--- src/rtl/vx_exec_pkg.sv ---
package vx_exec_pkg;

   typedef enum logic [3:0] {
      OP_NONE, OP_ADD, OP_SUB, OP_AND, OP_OR, OP_XOR, OP_NOR,
      OP_SLT, OP_SLTU, OP_SLL, OP_SRL, OP_SRA
   } alu_op_e;

   // register-register function field values
   localparam logic [7:0] FN_SLL  = 8'h00;
   localparam logic [7:0] FN_SRL  = 8'h02;
   localparam logic [7:0] FN_SRA  = 8'h03;
   localparam logic [7:0] FN_ADD  = 8'h20;
   localparam logic [7:0] FN_SUB  = 8'h22;
   localparam logic [7:0] FN_AND  = 8'h24;
   localparam logic [7:0] FN_OR   = 8'h25;
   localparam logic [7:0] FN_XOR  = 8'h26;
   localparam logic [7:0] FN_NOR  = 8'h27;
   localparam logic [7:0] FN_SLT  = 8'h2A;
   localparam logic [7:0] FN_SLTU = 8'h2B;

   // register-immediate operation field values
   localparam logic [4:0] OC_ADD  = 5'd1;
   localparam logic [4:0] OC_SUB  = 5'd2;
   localparam logic [4:0] OC_AND  = 5'd3;
   localparam logic [4:0] OC_OR   = 5'd4;
   localparam logic [4:0] OC_XOR  = 5'd5;
   localparam logic [4:0] OC_NOR  = 5'd6;
   localparam logic [4:0] OC_SLT  = 5'd7;
   localparam logic [4:0] OC_SLTU = 5'd8;
   localparam logic [4:0] OC_SLL  = 5'd9;
   localparam logic [4:0] OC_SRL  = 5'd10;
   localparam logic [4:0] OC_SRA  = 5'd11;

endpackage

--- src/rtl/vx_imm_ext.sv ---
module vx_imm_ext #(
   parameter int IMM_W = 14,
   parameter int DW    = 32
) (
   input  logic [IMM_W-1:0] imm,
   input  logic             uns,
   output logic [DW-1:0]    ext
);
   localparam int PAD_W = DW - IMM_W;

   if (IMM_W > DW) begin : g_bad_width
      $error("vx_imm_ext: immediate wider than data path");
   end

   if (PAD_W == 0) begin : g_flat
      assign ext = imm;
   end else begin : g_pad
      logic fill;
      assign fill = imm[IMM_W-1] & ~uns;
      assign ext  = {{PAD_W{fill}}, imm};
   end
endmodule

--- src/rtl/vx_op_decode.sv ---
module vx_op_decode
   import vx_exec_pkg::*;
#(
   parameter int FN_W  = 8,
   parameter int OPC_W = 5
) (
   input  logic             use_imm,
   input  logic [FN_W-1:0]  fn,
   input  logic [OPC_W-1:0] opc,
   output alu_op_e          op
);
   if (FN_W < 6) begin : g_bad_fn
      $error("vx_op_decode: function field too narrow");
   end
   if (OPC_W < 4) begin : g_bad_opc
      $error("vx_op_decode: operation field too narrow");
   end

   alu_op_e rr_op;
   alu_op_e ri_op;

   always_comb begin
      case (fn)
         FN_W'(FN_ADD):  rr_op = OP_ADD;
         FN_W'(FN_SUB):  rr_op = OP_SUB;
         FN_W'(FN_AND):  rr_op = OP_AND;
         FN_W'(FN_OR):   rr_op = OP_OR;
         FN_W'(FN_XOR):  rr_op = OP_XOR;
         FN_W'(FN_NOR):  rr_op = OP_NOR;
         FN_W'(FN_SLT):  rr_op = OP_SLT;
         FN_W'(FN_SLTU): rr_op = OP_SLTU;
         FN_W'(FN_SLL):  rr_op = OP_SLL;
         FN_W'(FN_SRL):  rr_op = OP_SRL;
         FN_W'(FN_SRA):  rr_op = OP_SRA;
         default:        rr_op = OP_NONE;
      endcase
   end

   always_comb begin
      case (opc)
         OPC_W'(OC_ADD):  ri_op = OP_ADD;
         OPC_W'(OC_SUB):  ri_op = OP_SUB;
         OPC_W'(OC_AND):  ri_op = OP_AND;
         OPC_W'(OC_OR):   ri_op = OP_OR;
         OPC_W'(OC_XOR):  ri_op = OP_XOR;
         OPC_W'(OC_NOR):  ri_op = OP_NOR;
         OPC_W'(OC_SLT):  ri_op = OP_SLT;
         OPC_W'(OC_SLTU): ri_op = OP_SLTU;
         OPC_W'(OC_SLL):  ri_op = OP_SLL;
         OPC_W'(OC_SRL):  ri_op = OP_SRL;
         OPC_W'(OC_SRA):  ri_op = OP_SRA;
         default:         ri_op = OP_NONE;
      endcase
   end

   assign op = use_imm ? ri_op : rr_op;
endmodule

--- src/rtl/vx_lane_alu.sv ---
module vx_lane_alu
   import vx_exec_pkg::*;
#(
   parameter int DW = 32
) (
   input  alu_op_e       op,
   input  logic [DW-1:0] a,
   input  logic [DW-1:0] b,
   output logic [DW-1:0] y
);
   localparam int SH_W = $clog2(DW);

   if (DW < 8 || (1 << SH_W) != DW) begin : g_bad_dw
      $error("vx_lane_alu: data width must be a power of two of at least 8");
   end

   logic [SH_W-1:0] shamt;
   logic            lt_s;
   logic            lt_u;

   assign shamt = b[SH_W-1:0];
   assign lt_s  = $signed(a) < $signed(b);
   assign lt_u  = a < b;

   always_comb begin
      case (op)
         OP_ADD:  y = a + b;
         OP_SUB:  y = a - b;
         OP_AND:  y = a & b;
         OP_OR:   y = a | b;
         OP_XOR:  y = a ^ b;
         OP_NOR:  y = ~(a | b);
         OP_SLT:  y = DW'(lt_s);
         OP_SLTU: y = DW'(lt_u);
         OP_SLL:  y = a << shamt;
         OP_SRL:  y = a >> shamt;
         OP_SRA:  y = DW'($signed(a) >>> shamt);
         default: y = '0;
      endcase
   end
endmodule

--- src/rtl/vx_exec_cluster.sv ---
module vx_exec_cluster
   import vx_exec_pkg::*;
#(
   parameter int LANES  = 4,
   parameter int DW     = 32,
   parameter int IMM_W  = 14,
   parameter int OPC_W  = 5,
   parameter int FN_W   = 8,
   parameter int RIDX_W = 6
) (
   input  logic                    clk,
   input  logic                    rst_n,
   input  logic                    mem_load,
   input  logic                    mem_store,
   input  logic [LANES*DW-1:0]     lane_rs,
   input  logic [LANES*DW-1:0]     lane_rt,
   input  logic [LANES*IMM_W-1:0]  lane_imm,
   input  logic [LANES-1:0]        lane_imm_uns,
   input  logic [LANES-1:0]        lane_use_imm,
   input  logic [LANES*OPC_W-1:0]  lane_opc,
   input  logic [LANES*FN_W-1:0]   lane_fn,
   input  logic [LANES*RIDX_W-1:0] lane_dst,
   input  logic [LANES-1:0]        lane_wr,
   output logic [LANES*DW-1:0]     xm_result,
   output logic [LANES*RIDX_W-1:0] xm_dst,
   output logic [LANES-1:0]        xm_wr,
   output logic                    xm_load,
   output logic                    xm_store
);
   localparam int AGU_LANE = 0;

   if (LANES < 1) begin : g_bad_lanes
      $error("vx_exec_cluster: at least one lane required");
   end
   if (RIDX_W < 1) begin : g_bad_ridx
      $error("vx_exec_cluster: register index width must be positive");
   end

   logic                    is_mem;
   logic [LANES*DW-1:0]     res_d;
   logic [LANES-1:0]        wr_d;

   assign is_mem = mem_load | mem_store;

   for (genvar g = 0; g < LANES; g++) begin : g_lane
      logic [DW-1:0] rs;
      logic [DW-1:0] rt;
      logic [DW-1:0] imm_ext;
      logic [DW-1:0] opnd_b;
      logic [DW-1:0] y;
      alu_op_e       dec_op;
      alu_op_e       op;

      assign rs = lane_rs[g*DW +: DW];
      assign rt = lane_rt[g*DW +: DW];

      vx_imm_ext #(.IMM_W(IMM_W), .DW(DW)) u_ext (
         .imm (lane_imm[g*IMM_W +: IMM_W]),
         .uns (lane_imm_uns[g]),
         .ext (imm_ext)
      );

      vx_op_decode #(.FN_W(FN_W), .OPC_W(OPC_W)) u_dec (
         .use_imm (lane_use_imm[g]),
         .fn      (lane_fn[g*FN_W +: FN_W]),
         .opc     (lane_opc[g*OPC_W +: OPC_W]),
         .op      (dec_op)
      );

      if (g == AGU_LANE) begin : g_agu
         // address lane: forced add with immediate on memory words
         assign op     = is_mem ? OP_ADD : dec_op;
         assign opnd_b = (is_mem || lane_use_imm[g]) ? imm_ext : rt;
         assign res_d[g*DW +: DW] = y;
         assign wr_d[g]           = lane_wr[g];
      end else begin : g_plain
         assign op     = dec_op;
         assign opnd_b = lane_use_imm[g] ? imm_ext : rt;
         assign res_d[g*DW +: DW] = is_mem ? '0 : y;
         assign wr_d[g]           = lane_wr[g] & ~is_mem;
      end

      vx_lane_alu #(.DW(DW)) u_alu (
         .op (op),
         .a  (rs),
         .b  (opnd_b),
         .y  (y)
      );
   end

   always_ff @(posedge clk or negedge rst_n) begin
      if (!rst_n) begin
         xm_result <= '0;
         xm_dst    <= '0;
         xm_wr     <= '0;
         xm_load   <= 1'b0;
         xm_store  <= 1'b0;
      end else begin
         xm_result <= res_d;
         xm_dst    <= lane_dst;
         xm_wr     <= wr_d;
         xm_load   <= mem_load;
         xm_store  <= mem_store;
      end
   end
endmodule

--- config.mk ---
export PLATFORM = sky130hd
export DESIGN_NAME = vx_exec_cluster
export DESIGN_NICKNAME = d
export VERILOG_FILES = /design/src/rtl/vx_exec_pkg.sv /design/src/rtl/vx_imm_ext.sv /design/src/rtl/vx_op_decode.sv /design/src/rtl/vx_lane_alu.sv /design/src/rtl/vx_exec_cluster.sv
export SDC_FILE = /design/constraint.sdc
export NUM_CORES = 2
export LEC_CHECK = 0
export CAP_MARGIN = 20
export CORE_MARGIN = 5
export CORE_UTILIZATION = 40
export DETAILED_ROUTE_END_ITERATION = 6
export PLACE_DENSITY_LB_ADDON = 0.25
export SETUP_SLACK_MARGIN = 0.2
export SYNTH_ARGS = -nofsm -noshare
export SYNTH_HDL_FRONTEND = slang
export SYNTH_SLANG_ARGS = --single-unit
--- constraint.sdc ---
create_clock -name clk -period 0.8 [get_ports clk]
set_input_delay 0.16 -clock clk [delete_from_list [all_inputs] [get_ports clk]]
set_output_delay 0.16 -clock clk [all_outputs]
set_load 0.02 [all_outputs]
==> flow_summary.json <==
{
  "min_period_over_period": 4.319,
  "ys_warn_count": 0,
  "instances_no_fill": 10170,
  "syn_avg_cell_area_um2": 6.847,
  "cts.clk_slew.worst_paths_ns": 0.10,
  "fillers": 7345,
  "layout_setup_ws_ns": -2.655,
  "gr-total-overflow": 0,
  "endpoint_kind": "register",
  "dp.cells": 9725,
  "fmax_mhz": 289.4,
  "portBuffers": 561,
  "area_growth_syn_to_layout_pct": 90.04,
  "critPathKind": "input pin to register",
  "violations": "hold timing, setup timing",
  "hold_path_class": "input pin to register",
  "yosys_register_bits": 158,
  "drtAntennaViolNets": 0,
  "die_h_um": 330.1,
  "layout_min_cycle_time_ns": 3.455,
  "hold_viol": 1,
  "drcViolationCount": 0,
  "netlist_instances": 5985,
  "synth_area_um2": 40980,
  "max-cap-violations": 0,
  "whs_ns": -0.03812,
  "clockRootBuffer": "clkbuf_16",
  "dp_hpwl_mm": 203.5,
  "numCtsBuffers": 17,
  "holdBufCountCts": 2,
  "timing.slew.headroom": 0.4347,
  "worstPathMaxFanout": 4,
  "grtUsageTotal": 0.4561,
  "p_total_w": 0.08336,
  "ys.flop_type": "dfrtp_1",
  "drt_first_pass_iters": 7,
  "setup_viol": 289,
  "viasPerCell": 6.380,
  "powerDensity_nw_per_um2": 1070,
  "cp.arrival_ns": 3.91,
  "gp_congestion": 1.065,
  "die_x_um": 330.1,
  "setup_tns_ns": -339.32,
  "yosysTopAreaCell": "ha_1",
  "vdd_drop_max_v": 0.001647,
  "final_nets": 9581,
  "wl_per_cell_um": 27.09,
  "core.rowCount": 117,
  "busiest_layer": "met2",
  "p_leak_nw": 35.26,
  "dr.first_iter.drc_count": 9197,
  "use_met3": 0.1115,
  "routed_wl_mm": 275.5,
  "grt_max_degree": 66,
  "start_util": 0.4028,
  "synth_edf_count": 0,
  "worstMarginPinSlew_ns": 0.8479,
  "met1_usage": 0.5835,
  "synthArstFlopShare": 1.000,
  "layout_common_cells": "2292 x buf_4, 599 x nand2_1, 571 x nor2_1, 419 x a21oi_1, 367 x buf_6",
  "rsz0062_at_grt": "yes",
  "synth_cell_type_count": 90,
  "core_area_um2": 101700,
  "final_max_slew_viol_count": 0,
  "die_area_um2": 109000,
  "place_area_um2": 65550,
  "start_kind": "input pin",
  "grt_pass1_vias": 61530,
  "antenna_found_initial": 19,
  "final_area_um2": 77880,
  "grt_pass1_wl_mm": 382.8,
  "io_pins": 562,
  "outcome": "finished with violations",
  "cts_buffer_depth": 2,
  "synth_area_leaders": "ha_1 12%, dfrtp_1 9.6%, mux2i_1 7.8%",
  "worst_ep_required_time_ns": 1.26,
  "synth_top_cell_area_share": 0.1185,
  "vias": 64870,
  "layout_commonest_cell": "buf_4",
  "synth_nets": 6784,
  "fin_util": 0.7655,
  "met2_usage": 0.6960,
  "drive_gt1_frac": 0.4657,
  "synth-seq-area-share": 0.09648,
  "clock-sinks": 158,
  "htree_levels": 4,
  "tritoncts": "done"
}
-- cell families (layout without fill, tap and decap cells) --
| kind of cell | Yosys count | count (layout) | synth area share |
|---|---|---|---|
| compound gates | 2244 | 2244 | 0.3594 |
| simple gates | 1861 | 1861 | 0.2000 |
| buf+inv | 825 | 3635 | 0.07639 |
| mux | 418 | 418 | 0.1279 |
| fa+ha+maj | 395 | 395 | 0.1219 |
| flops | 158 | 158 | 0.09648 |
| xor+xnor | 84 | 84 | 0.01795 |
| other cells | 0 | 6 | 0 |
-- final cells by class --
type                       instances  area [µm²]  area share
antenna                            6       15.01   0.0001928
clock buffer                      17       425.4    0.005462
clock inverter                    15       192.7    0.002474
inverter                         379        1513     0.01942
multi-input combinational       5002       41270      0.5299
sequential                       158        3963     0.05088
tap                             1368        1712     0.02198
timing repair buffer            3224       28790      0.3697
-- per-layer routing --
metal  share of wire  up-vias  routed length [µm]
met5         0.00024        -                  67
met4           0.086       12               23690
met3            0.13     1359               34980
met2            0.42     5143              115800
met1            0.37    30540              101000
li1                -    27820                   -
-- power breakdown --
part	switching, W	internal (W)	total, W
Clock	0.00514	0.00451	0.00965
Sequential	0.000472	0.00853	0.00900
Combinational	0.0338	0.0309	0.0647
-- worst max-delay path, cell delays in order --
cell and delay [ns]:
buf_12 0.12, buf_12 0.14, mux2i_4 0.32, buf_4 0.19, inv_4 0.06, ha_4 0.18, a211oi_4 0.25, o21ai_2 0.14
nand4_1 0.20, a211oi_2 0.12, o41a_1 0.38, a2111o_1 0.41, and4_4 0.17, a2111oi_4 0.25, a21oi_2 0.11, or4b_1 0.52
a31oi_1 0.17
-- registers in the layout, summed over array words and instances, names as in the netlist --
| register | flops |
|---|---|
| xm_dst | 24 |
| xm_result | 128 |
| xm_wr | 4 |
| xm_load | 1 |
| xm_store | 1 |
-- what timing repair did --
action                      CTS  global route
setup endpoints to repair   289           304
gates resized for setup    1176          1399
hold endpoints to repair    160             1
setup buffers               225           147
cloned                       23             9
pin swaps                   442           377
-- worst paths after layout --
kind | startpoint | to | slack, ns | cells after the start
min in group asynchronous | rst_n | xm_dst[1] | 0.26 | 3
setup / recovery | lane_use_imm[3] | xm_result[127] | -2.65 | 17
max in group asynchronous | rst_n | xm_result[68] | 0.19 | 4
hold / removal | mem_store | xm_store | -0.04 | 3
-- per-stage QoR --
stage	hold slack (ns)	setup slack (ns)
2_1_floorplan	-0.1356	-3.153
3_5_place_dp	0.2386	-3.672
3_3_place_gp	0.2384	-3.542
6_report	-0.03812	-2.655
4_1_cts	-0.07082	-2.577
5_1_grt	-0.04204	-2.737
-- Yosys cell counts (all sizes together) (20+ instances only) --
cell	n
nor3	124
and2	30
a211oi	141
a22oi	54
nor2b	33
xnor2	73
o21a	96
o221ai	40
buf	80
o21bai	63
o21ai	461
a31oi	117
ha	388
mux4	83
nand2b	46
o2111ai	26
nor4	29
nand3	127
clkbuf	366
or3	31
a2111oi	37
o22ai	76
o211ai	100
a21oi	580
dfrtp	158
a32oi	20
a221o	39
o31ai	37
mux2i	320
a21o	76
inv	374
nand2	660
and3	28
nor2	646
a221oi	67
nand4	23
Power figures use the tool's default switching activity.
